<file path="src/rtl/rmii_rx_pkg.sv">
package rmii_rx_pkg;

    typedef enum logic [1:0] {
        ST_GAP  = 2'd0,
        ST_IDLE = 2'd1,
        ST_HUNT = 2'd2,
        ST_DATA = 2'd3
    } rx_state_e;

    localparam logic [1:0] DIBIT_PRE = 2'b01;
    localparam logic [1:0] DIBIT_SFD = 2'b11;

endpackage

</file>
<file path="src/rtl/rmii_rx_capture.sv">
module rmii_rx_capture (
    input  logic       clk,
    input  logic       rst_n,
    input  logic [1:0] rxd,
    input  logic       crs_dv,
    input  logic       rx_er,
    output logic [1:0] s_rxd,
    output logic       s_crs,
    output logic       s_er
);
    typedef struct packed {
        logic [1:0] rxd;
        logic       crs;
        logic       er;
    } cap_t;

    cap_t cap_d, cap_q;

    always_comb begin
        cap_d.rxd = rxd;
        cap_d.crs = crs_dv;
        cap_d.er  = rx_er;
    end

    always_ff @(posedge clk) begin
        if (!rst_n) cap_q <= '0;
        else        cap_q <= cap_d;
    end

    assign s_rxd = cap_q.rxd;
    assign s_crs = cap_q.crs;
    assign s_er  = cap_q.er;
endmodule

</file>
<file path="src/rtl/rmii_gap_guard.sv">
module rmii_gap_guard #(
    parameter int GAP_W = 8
) (
    input  logic             clk,
    input  logic             rst_n,
    input  logic             active,
    input  logic             crs,
    input  logic [GAP_W-1:0] limit,
    output logic             quiet
);
    logic [GAP_W-1:0] cnt_d, cnt_q;

    always_comb begin
        cnt_d = cnt_q;
        if (!active || crs)        cnt_d = '0;
        else if (cnt_q != '1)      cnt_d = cnt_q + 1'b1;
        quiet = active && !crs &&
                (({1'b0, cnt_q} + 1'b1) >= {1'b0, limit});
    end

    always_ff @(posedge clk) begin
        if (!rst_n) cnt_q <= '0;
        else        cnt_q <= cnt_d;
    end
endmodule

</file>
<file path="src/rtl/rmii_rx_sync.sv">
module rmii_rx_sync
    import rmii_rx_pkg::*;
#(
    parameter int SFD_LIMIT = 48,
    parameter int GAP_W     = 8,
    parameter int CNT_W     = 12
) (
    input  logic             clk,
    input  logic             rst_n,
    input  logic [1:0]       rxd,
    input  logic             crs_dv,
    input  logic             rx_er,
    input  logic             cfg_use_rxer,
    input  logic [GAP_W-1:0] cfg_gap_cycles,
    output logic             out_valid,
    output logic [7:0]       out_data,
    output logic             out_sof,
    output logic             out_eof,
    output logic             out_err,
    output logic [CNT_W-1:0] out_count
);
    localparam int HUNT_W = $clog2(SFD_LIMIT + 1);
    localparam logic [HUNT_W-1:0] HUNT_LAST = HUNT_W'(SFD_LIMIT - 1);

    typedef struct packed {
        rx_state_e         st;
        logic [HUNT_W-1:0] hunt;
        logic              seen_pre;
        logic [1:0]        idx;
        logic              low_first;
        logic [7:0]        shreg;
        logic [7:0]        held;
        logic              have_held;
        logic [CNT_W-1:0]  nbytes;
        logic              o_valid;
        logic [7:0]        o_data;
        logic              o_sof;
        logic              o_eof;
        logic              o_err;
        logic [CNT_W-1:0]  o_cnt;
    } ctx_t;

    ctx_t r_d, r_q;

    logic [1:0] s_rxd;
    logic       s_crs, s_er, gap_quiet, er_hit;
    logic [7:0] byte_now;

    rmii_rx_capture u_cap (
        .clk    (clk),
        .rst_n  (rst_n),
        .rxd    (rxd),
        .crs_dv (crs_dv),
        .rx_er  (rx_er),
        .s_rxd  (s_rxd),
        .s_crs  (s_crs),
        .s_er   (s_er)
    );

    rmii_gap_guard #(.GAP_W(GAP_W)) u_gap (
        .clk    (clk),
        .rst_n  (rst_n),
        .active (r_q.st == ST_GAP),
        .crs    (s_crs),
        .limit  (cfg_gap_cycles),
        .quiet  (gap_quiet)
    );

    always_comb begin
        r_d         = r_q;
        r_d.o_valid = 1'b0;
        r_d.o_sof   = 1'b0;
        r_d.o_eof   = 1'b0;
        r_d.o_err   = 1'b0;
        er_hit      = cfg_use_rxer && s_er;
        byte_now    = {s_rxd, r_q.shreg[7:2]};

        case (r_q.st)
            ST_GAP: begin
                if (gap_quiet) r_d.st = ST_IDLE;
            end
            ST_IDLE: begin
                if (s_crs) begin
                    r_d.st       = ST_HUNT;
                    r_d.hunt     = HUNT_W'(1);
                    r_d.seen_pre = (s_rxd == DIBIT_PRE);
                end
            end
            ST_HUNT: begin
                if (!s_crs || er_hit) begin
                    r_d.st = ST_GAP;
                end else if (s_rxd == DIBIT_SFD && r_q.seen_pre) begin
                    r_d.st        = ST_DATA;
                    r_d.idx       = 2'd0;
                    r_d.low_first = 1'b0;
                    r_d.have_held = 1'b0;
                    r_d.nbytes    = '0;
                end else if (r_q.hunt >= HUNT_LAST) begin
                    r_d.st = ST_GAP;
                end else begin
                    r_d.hunt     = r_q.hunt + 1'b1;
                    r_d.seen_pre = (s_rxd == DIBIT_PRE);
                end
            end
            ST_DATA: begin
                if (er_hit) begin
                    r_d.st      = ST_GAP;
                    r_d.o_valid = 1'b1;
                    r_d.o_err   = 1'b1;
                    r_d.o_eof   = 1'b1;
                    r_d.o_data  = r_q.held;
                    r_d.o_sof   = (r_q.nbytes == '0);
                    r_d.o_cnt   = r_q.nbytes + CNT_W'(r_q.have_held);
                end else if (r_q.idx[0] && !s_crs && r_q.low_first) begin
                    r_d.st = ST_GAP;
                    if (r_q.have_held) begin
                        r_d.o_valid = 1'b1;
                        r_d.o_eof   = 1'b1;
                        r_d.o_data  = r_q.held;
                        r_d.o_sof   = (r_q.nbytes == '0);
                        r_d.o_cnt   = r_q.nbytes + 1'b1;
                    end
                end else begin
                    r_d.shreg = byte_now;
                    r_d.idx   = r_q.idx + 1'b1;
                    if (!r_q.idx[0]) r_d.low_first = !s_crs;
                    if (r_q.idx == 2'd3) begin
                        if (r_q.have_held) begin
                            r_d.o_valid = 1'b1;
                            r_d.o_data  = r_q.held;
                            r_d.o_sof   = (r_q.nbytes == '0);
                            r_d.o_cnt   = r_q.nbytes + 1'b1;
                            r_d.nbytes  = r_q.nbytes + 1'b1;
                        end
                        r_d.held      = byte_now;
                        r_d.have_held = 1'b1;
                    end
                end
            end
            default: r_d.st = ST_GAP;
        endcase
    end

    always_ff @(posedge clk) begin
        if (!rst_n) r_q <= '0;
        else        r_q <= r_d;
    end

    assign out_valid = r_q.o_valid;
    assign out_data  = r_q.o_data;
    assign out_sof   = r_q.o_sof;
    assign out_eof   = r_q.o_eof;
    assign out_err   = r_q.o_err;
    assign out_count = r_q.o_cnt;
endmodule

</file>
<file path="config.mk">
export PLATFORM = sky130hd
export DESIGN_NAME = rmii_rx_sync
export DESIGN_NICKNAME = d
export VERILOG_FILES = /design/src/rtl/rmii_rx_pkg.sv /design/src/rtl/rmii_rx_capture.sv /design/src/rtl/rmii_gap_guard.sv /design/src/rtl/rmii_rx_sync.sv
export SDC_FILE = /design/constraint.sdc
export NUM_CORES = 1
export LEC_CHECK = 0
export BUFFER_PORTS_ARGS = -buffer_cell sky130_fd_sc_hd__buf_4
export CORE_UTILIZATION = 53
export CTS_CLUSTER_SIZE = 30
export DETAILED_ROUTE_END_ITERATION = 8
export GPL_TIMING_DRIVEN = 0
export PLACE_DENSITY = 0.87
export SLEW_MARGIN = 40
export SYNTH_ARGS = -nofsm -noshare
export SYNTH_HDL_FRONTEND = slang
export SYNTH_SLANG_ARGS = --single-unit
</file>
<file path="constraint.sdc">
create_clock -name clk -period 2 [get_ports clk]
set_input_delay 0.1 -clock clk [delete_from_list [all_inputs] [get_ports clk]]
set_output_delay 0.1 -clock clk [all_outputs]
set_load 0.02 [all_outputs]
</file>
==> impl_metrics.json, run 1 <==
{
  "status": "complete, no violations",
  "clockBufferDepth": 2,
  "tritoncts": "built",
  "finalHoldViolCount": 0,
  "gr-usage-met2": 0.463,
  "antenna_left": 0,
  "critical_path_class": "reg2reg",
  "synth.cell_area_um2": 3800,
  "p_total_mw": 3.08,
  "path_cells": "ha_1, nand3_2, nor2_4, xor2_2, ha_1, a21oi_1, o21ai_1, o211ai_1, a311oi_1",
  "synth_area_leader_cell": "dfxtp_1",
  "vdd.ir_drop.worst_mv": 0.396,
  "synth_mux_area_frac": 0.0211,
  "use_met3": 0.0495,
  "grt_max_degree": 15,
  "seqPwrFrac": 0.490,
  "fillers": 564,
  "synthCells": 467,
  "p_switching_mw": 0.692,
  "drc": 0,
  "worst_slew_pin_slew_ns": 0.674,
  "synth.most_common_cell": "dfxtp_1",
  "dieWidth_um": 86.7,
  "busiest_layer": "met2",
  "clk_pin_slew_worst_paths_ns": 0.09,
  "die_h_um": 86.7,
  "crit_slowest_cell": "dfxtp_4",
  "grt_pass1_vias": 3361,
  "p_clk_frac": 0.468,
  "synth-seq-area-share": 0.395,
  "drt_iter0_drc": 315,
  "drive_above_1_share": 0.240,
  "io_pins": 39,
  "die-area_um2": 7520,
  "p_int_mw": 2.39,
  "antenna_found_initial": 0,
  "yosys-top-cells-count": "dfxtp_1 (75), nand2_1 (66), a21oi_1 (50)",
  "clock_sinks": 75,
  "worstPathArrival_ns": 2.18,
  "place_hpwl_um": 6550,
  "num_vias": 3564,
  "r2r_cells": 9,
  "yosys.cell_types.count": 55,
  "crit_path_start_kind": "flip-flop",
  "pwr-share-comb": 0.042,
  "holdCritStartpoint": "rst_n",
  "grt_use_total": 0.265,
  "wl_per_cell_um": 15.1,
  "synth_top_area_frac": 0.395,
  "syn_nets": 498,
  "synth-seq-cells": 75,
  "total_leakage_power_nw": 1.82,
  "maxCapViolations": 0,
  "max_stage_delay_ns": 0.38,
  "setup_viol": 0,
  "numCtsBuffers": 9,
  "final_cells": 625,
  "max_clock_freq_mhz": 511,
  "crit_path_end_kind": "flip-flop",
  "min_period_ns": 1.96,
  "synthSimpleGateAreaFrac": 0.218,
  "place_ws_ns": -0.145,
  "insertion_delay_ns": 0.36,
  "async_flop_share": 0,
  "gr-total-overflow": 0,
  "yosysWarnings": 0,
  "synth_compound_area_frac": 0.188,
  "hp-class": "in2reg",
  "place_area_um2": 4200,
  "grt_pass1_wl_um": 15400,
  "synth_edf_count": 0,
  "slew_violations": 0,
  "stdcell_area_um2": 4620,
  "num_rows": 30,
  "drt-total-wl_um": 9410,
  "layout.nets": 555,
  "powerDensity_nw_per_um2": 667,
  "viasPerCell": 5.70,
  "hold_end": "out_count[11]",
  "grt_setup_unrepaired": "yes",
  "core_um2": 6870,
  "cpMostUsedCell": "ha_1",
  "synth_top_family_by_area": "simple AND/OR/NAND/NOR gates",
  "first_pass_iters": 5,
  "swShare": 0.224,
  "num_antenna_cells": 0,
  "maxSlewHeadroom": 0.551,
  "synthXorXnorAreaFrac": 0.0369,
  "synthAdderAreaFrac": 0.0526,
  "avgSynthCellArea_um2": 8.14,
  "fin_crit_sh": 0.979,
  "r2r_slack_ns": 0.04,
  "grt_use_met1": 0.317,
  "whs_path_depth": 3,
  "place_inst": 600,
  "dominantRegCellSynth": "dfxtp_1",
  "htreeDepth": 3,
  "r2r_start": "u_gap.cnt_q[0]",
  "io_buffers": 37,
  "required_ns": 2.22,
  "rr_endpoint": "r_q[63]",
  "clock_skew_ns": 0.0125,
  "place.gp.congestion": 0.929,
  "synthToLayoutAreaGrowth_pct": 21.5,
  "synth_area_leaders": "dfxtp_1 (39%), a21oi_1 (6.6%), nand2_1 (6.5%)",
  "cts_root_buf": "clkbuf_8",
  "start_util": 0.554,
  "fin_ws_ns": 0.0430,
  "final.setup.tns_ns": 0,
  "cp_max_fo": 5
}
-- worst max-delay path: cells and delay by family, from the launching register on --
family                     cells  cell delay, ns
AOI/OAI and AO/OA              4            0.48
xor gates and xnor gates       1            0.17
adders and majority gates      2            0.49
DFF                            1            0.38
and+or+nand+nor                2            0.31
-- metal layers --
metal  up-vias  routed length [µm]
met2       135                4670
met3        29                 519
met4         0                 242
li1       1722                   -
met1      1678                3980
met5         -                   0
-- final cells by class --
cell class	count	area, µm²	area share
multi-input combinational	327	2040	0.442
sequential	75	1510	0.327
timing repair buffer	46	355	0.0769
buffer	44	263	0.0569
clock buffer	9	124	0.0268
clock inverter	7	124	0.0268
tap	96	120	0.0260
inverter	21	78.8	0.0171
-- cell families (layout without fill, tap and decap cells) --
kind of cell	after synthesis	in the layout
and+or+nand+nor	173	173
DFF	75	75
buffers and inverters	65	127
muxes	8	8
adders and majority gates	16	16
xor gates and xnor gates	16	16
AOI/OAI and AO/OA	114	114
-- worst max-delay path by stage --
stage | depth (start not counted) | end | start
finish | 9 | r_q[63] | u_gap.cnt_q[0]
global route | 9 | r_q[63] | u_gap.cnt_q[0]
CTS | 9 | r_q[63] | u_gap.cnt_q[1]
detailed placement | 9 | r_q[63] | u_gap.cnt_q[0]
global placement | 9 | r_q[63] | u_gap.cnt_q[0]
floorplan | 9 | r_q[63] | u_gap.cnt_q[0]
-- power groups by stage --
stage	clock network [mW]	registers (mW)	logic, mW
global placement	0	1.55	0.114
CTS	1.46	1.51	0.126
floorplan	0	1.54	0.0693
global route	1.52	1.51	0.143
detailed placement	0	1.55	0.118
finish	1.44	1.51	0.129
-- through the flow --
step,hold WS (ns),utilization
after floorplan,0.227,-
final,0.223,0.673
after CTS,0.205,0.660
after global placement,0.312,0.611
after detailed placement,0.317,0.611
after global routing,0.239,0.673
-- state kept, by name, indices dropped and copies added, names as in the netlist --
register,flops
out_count,12
u_cap.s_er,1
u_cap.s_rxd,2
byte_now,6
r_q,33
out_sof,1
out_eof,1
out_valid,1
u_gap.cnt_q,8
out_err,1
u_cap.s_crs,1
out_data,8
-- cells in the final DEF, fill, tap and decap left out, types with 9 or more instances in the layout --
cell type  instances
buf_2             10
clkbuf_8           9
nor2_1            34
a21oi_1           48
nor3_1             9
ha_1              14
xnor2_1            9
buf_4             63
nand2_1           64
nand3_1           20
clkbuf_1          10
dfxtp_1           68
inv_1             21
o21ai_0           18
-- what timing repair did --
item,CTS,global route
hold endpoints to repair,4,0
hold buffers,4,0
buffers inserted,4,1
gates resized for setup,7,22
pin swaps,1,2
setup endpoints to repair,2,23
Power figures use the tool's default switching activity.
==> run 2: changes to the inputs <==
- CORE_UTILIZATION: 53 -> 59
- PLACE_DENSITY: 0.87 -> 0.91
- SETUP_SLACK_MARGIN: unset -> 0.02
- clock period: 2 -> 2.2 ns (I/O delays scaled with it)
==> run 2 against run 1 <==
Power decreased by 16%. Non-clock buffer count decreased by 5. Final area decreased by 3.5%. Wire length increased by 0.21%. First-iteration DRC count decreased by 25%.
==> impl_metrics.json, run 2 (synthesis gave the netlist of run 1 again) <==
{
  "status": "complete, no violations",
  "whs_path_depth": 3,
  "grt_max_degree": 15,
  "grt_setup_unrepaired": "no",
  "min_period_ns": 2.09,
  "grt_pass1_wl_um": 14900,
  "place_hpwl_um": 6510,
  "num_vias": 3604,
  "final.setup.tns_ns": 0,
  "synthToLayoutAreaGrowth_pct": 17.2,
  "hp-class": "in2reg",
  "hold_ws_ns": 0.232,
  "routed.top_layer": "met4",
  "clockBufferDepth": 2,
  "cts_root_buf": "clkbuf_8",
  "post_cts_buffers": 0,
  "fillers": 443,
  "final_cells": 599,
  "dieWidth_um": 82.3,
  "drt-total-wl_um": 9430,
  "crit_path_end_kind": "flip-flop",
  "crit_slowest_cell": "a211oi_4",
  "max_stage_delay_ns": 0.44,
  "wl_per_cell_um": 15.7,
  "crit_path_start_kind": "flip-flop",
  "final_cell_mix": "dfxtp_1 (72), nand2_1 (66), buf_4 (58)",
  "clk_pin_slew_worst_paths_ns": 0.08,
  "path_cells": "ha_1, a31o_2, a211oi_4, o21ai_2, or3b_1, a21oi_2",
  "viasPerCell": 6.02,
  "setup_viol": 0,
  "path_depth": 6,
  "critPathBufInv": 0,
  "powerDensity_nw_per_um2": 581,
  "layout.nets": 550,
  "clock_sinks": 75,
  "core_um2": 6060,
  "antenna_found_initial": 0,
  "maxSlewHeadroom": 0.512,
  "place_area_um2": 4170,
  "wl_met3_um": 494,
  "grt_pass1_vias": 3356,
  "maxCapViolations": 0,
  "crit_family": "compound AO/OA/AOI/OAI gates",
  "antenna_left": 0,
  "clock_skew_ns": 0.0151,
  "cp_max_fo": 9,
  "slew_violations": 0,
  "die_h_um": 82.3,
  "die-area_um2": 6770,
  "drt_iter0_drc": 237,
  "place_inst": 579,
  "required_ns": 2.48,
  "gr-total-overflow": 0,
  "total_leakage_power_nw": 1.76,
  "final_common_cell": "dfxtp_1",
  "vdd.ir_drop.worst_mv": 0.474,
  "finalHoldViolCount": 0,
  "io_buffers": 37,
  "wl_met2_um": 4710,
  "place.gp.congestion": 0.917,
  "num_antenna_cells": 0,
  "first_pass_iters": 5,
  "htreeDepth": 3,
  "max_clock_freq_mhz": 480,
  "largest_register_ffs": 33,
  "worst_slew_pin_slew_ns": 0.726,
  "drc": 0,
  "stdcell_area_um2": 4460,
  "drive_above_1_share": 0.214,
  "r2r_cells": 6,
  "insertion_delay_ns": 0.37,
  "numCtsBuffers": 9,
  "critical_path_class": "reg2reg",
  "grt_use_total": 0.293,
  "wl_met1_um": 3930,
  "io_pins": 39,
  "num_rows": 28,
  "tritoncts": "built",
  "max_flop_register": "r_q",
  "start_util": 0.627,
  "fin_crit_sh": 0.948,
  "worstPathArrival_ns": 2.37
}
[run 2: worst paths after layout]
path	slack, ns	from	end
setup / recovery	0.11	r_q[57]	r_q[56]
setup reg to reg	0.11	r_q[57]	r_q[56]
hold reg to reg	0.45	byte_now[1]	r_q[38]
hold / removal	0.23	rst_n	out_count[11]
[run 2: repair_timing]
item | 4_1_cts | 5_1_grt
pin swaps | 0 | 0
gates resized for setup | 1 | 10
hold buffers | 4 | 0
setup endpoints to repair | 1 | 1
hold endpoints to repair | 4 | 0
[run 2: report_power, final]
part	total (mW)	switching (mW)	internal (mW)
Clock	1.10	0.566	0.531
Sequential	1.37	0.00999	1.36
Combinational	0.119	0.0718	0.0471
[run 2: cell type report]
| cell class | instances | area [µm²] | share of cell area |
|---|---|---|---|
| Buffer | 44 | 259 | 0.0581 |
| Clock buffer | 9 | 124 | 0.0278 |
| Clock inverter | 7 | 76.3 | 0.0171 |
| Inverter | 21 | 78.8 | 0.0177 |
| Multi-Input combinational cell | 327 | 2000 | 0.449 |
| Sequential cell | 75 | 1510 | 0.338 |
| Tap cell | 75 | 93.8 | 0.0210 |
| Timing Repair Buffer | 41 | 318 | 0.0713 |
[run 2: worst min-delay path, stage by stage]
cell and delay [ns]:
clkbuf_1 0.23, o21ai_0 0.14, a311oi_1 0.06
[run 2: layer usage]
layer,vias to the layer above,track usage
met3,28,0.0527
met5,-,0
met1,1720,0.345
li1,1717,-
met4,0,0.158
met2,139,0.503
[run 2: per-stage QoR]
step | setup slack, ns | utilization | power, mW
after floorplan | 0.322 | - | 1.47
after global placement | 0.0968 | 0.689 | 1.51
after detailed placement | 0.00927 | 0.689 | 1.51
after CTS | 0.0379 | 0.729 | 2.59
after global routing | 0.00807 | 0.736 | 2.68
final | 0.115 | 0.736 | 2.59
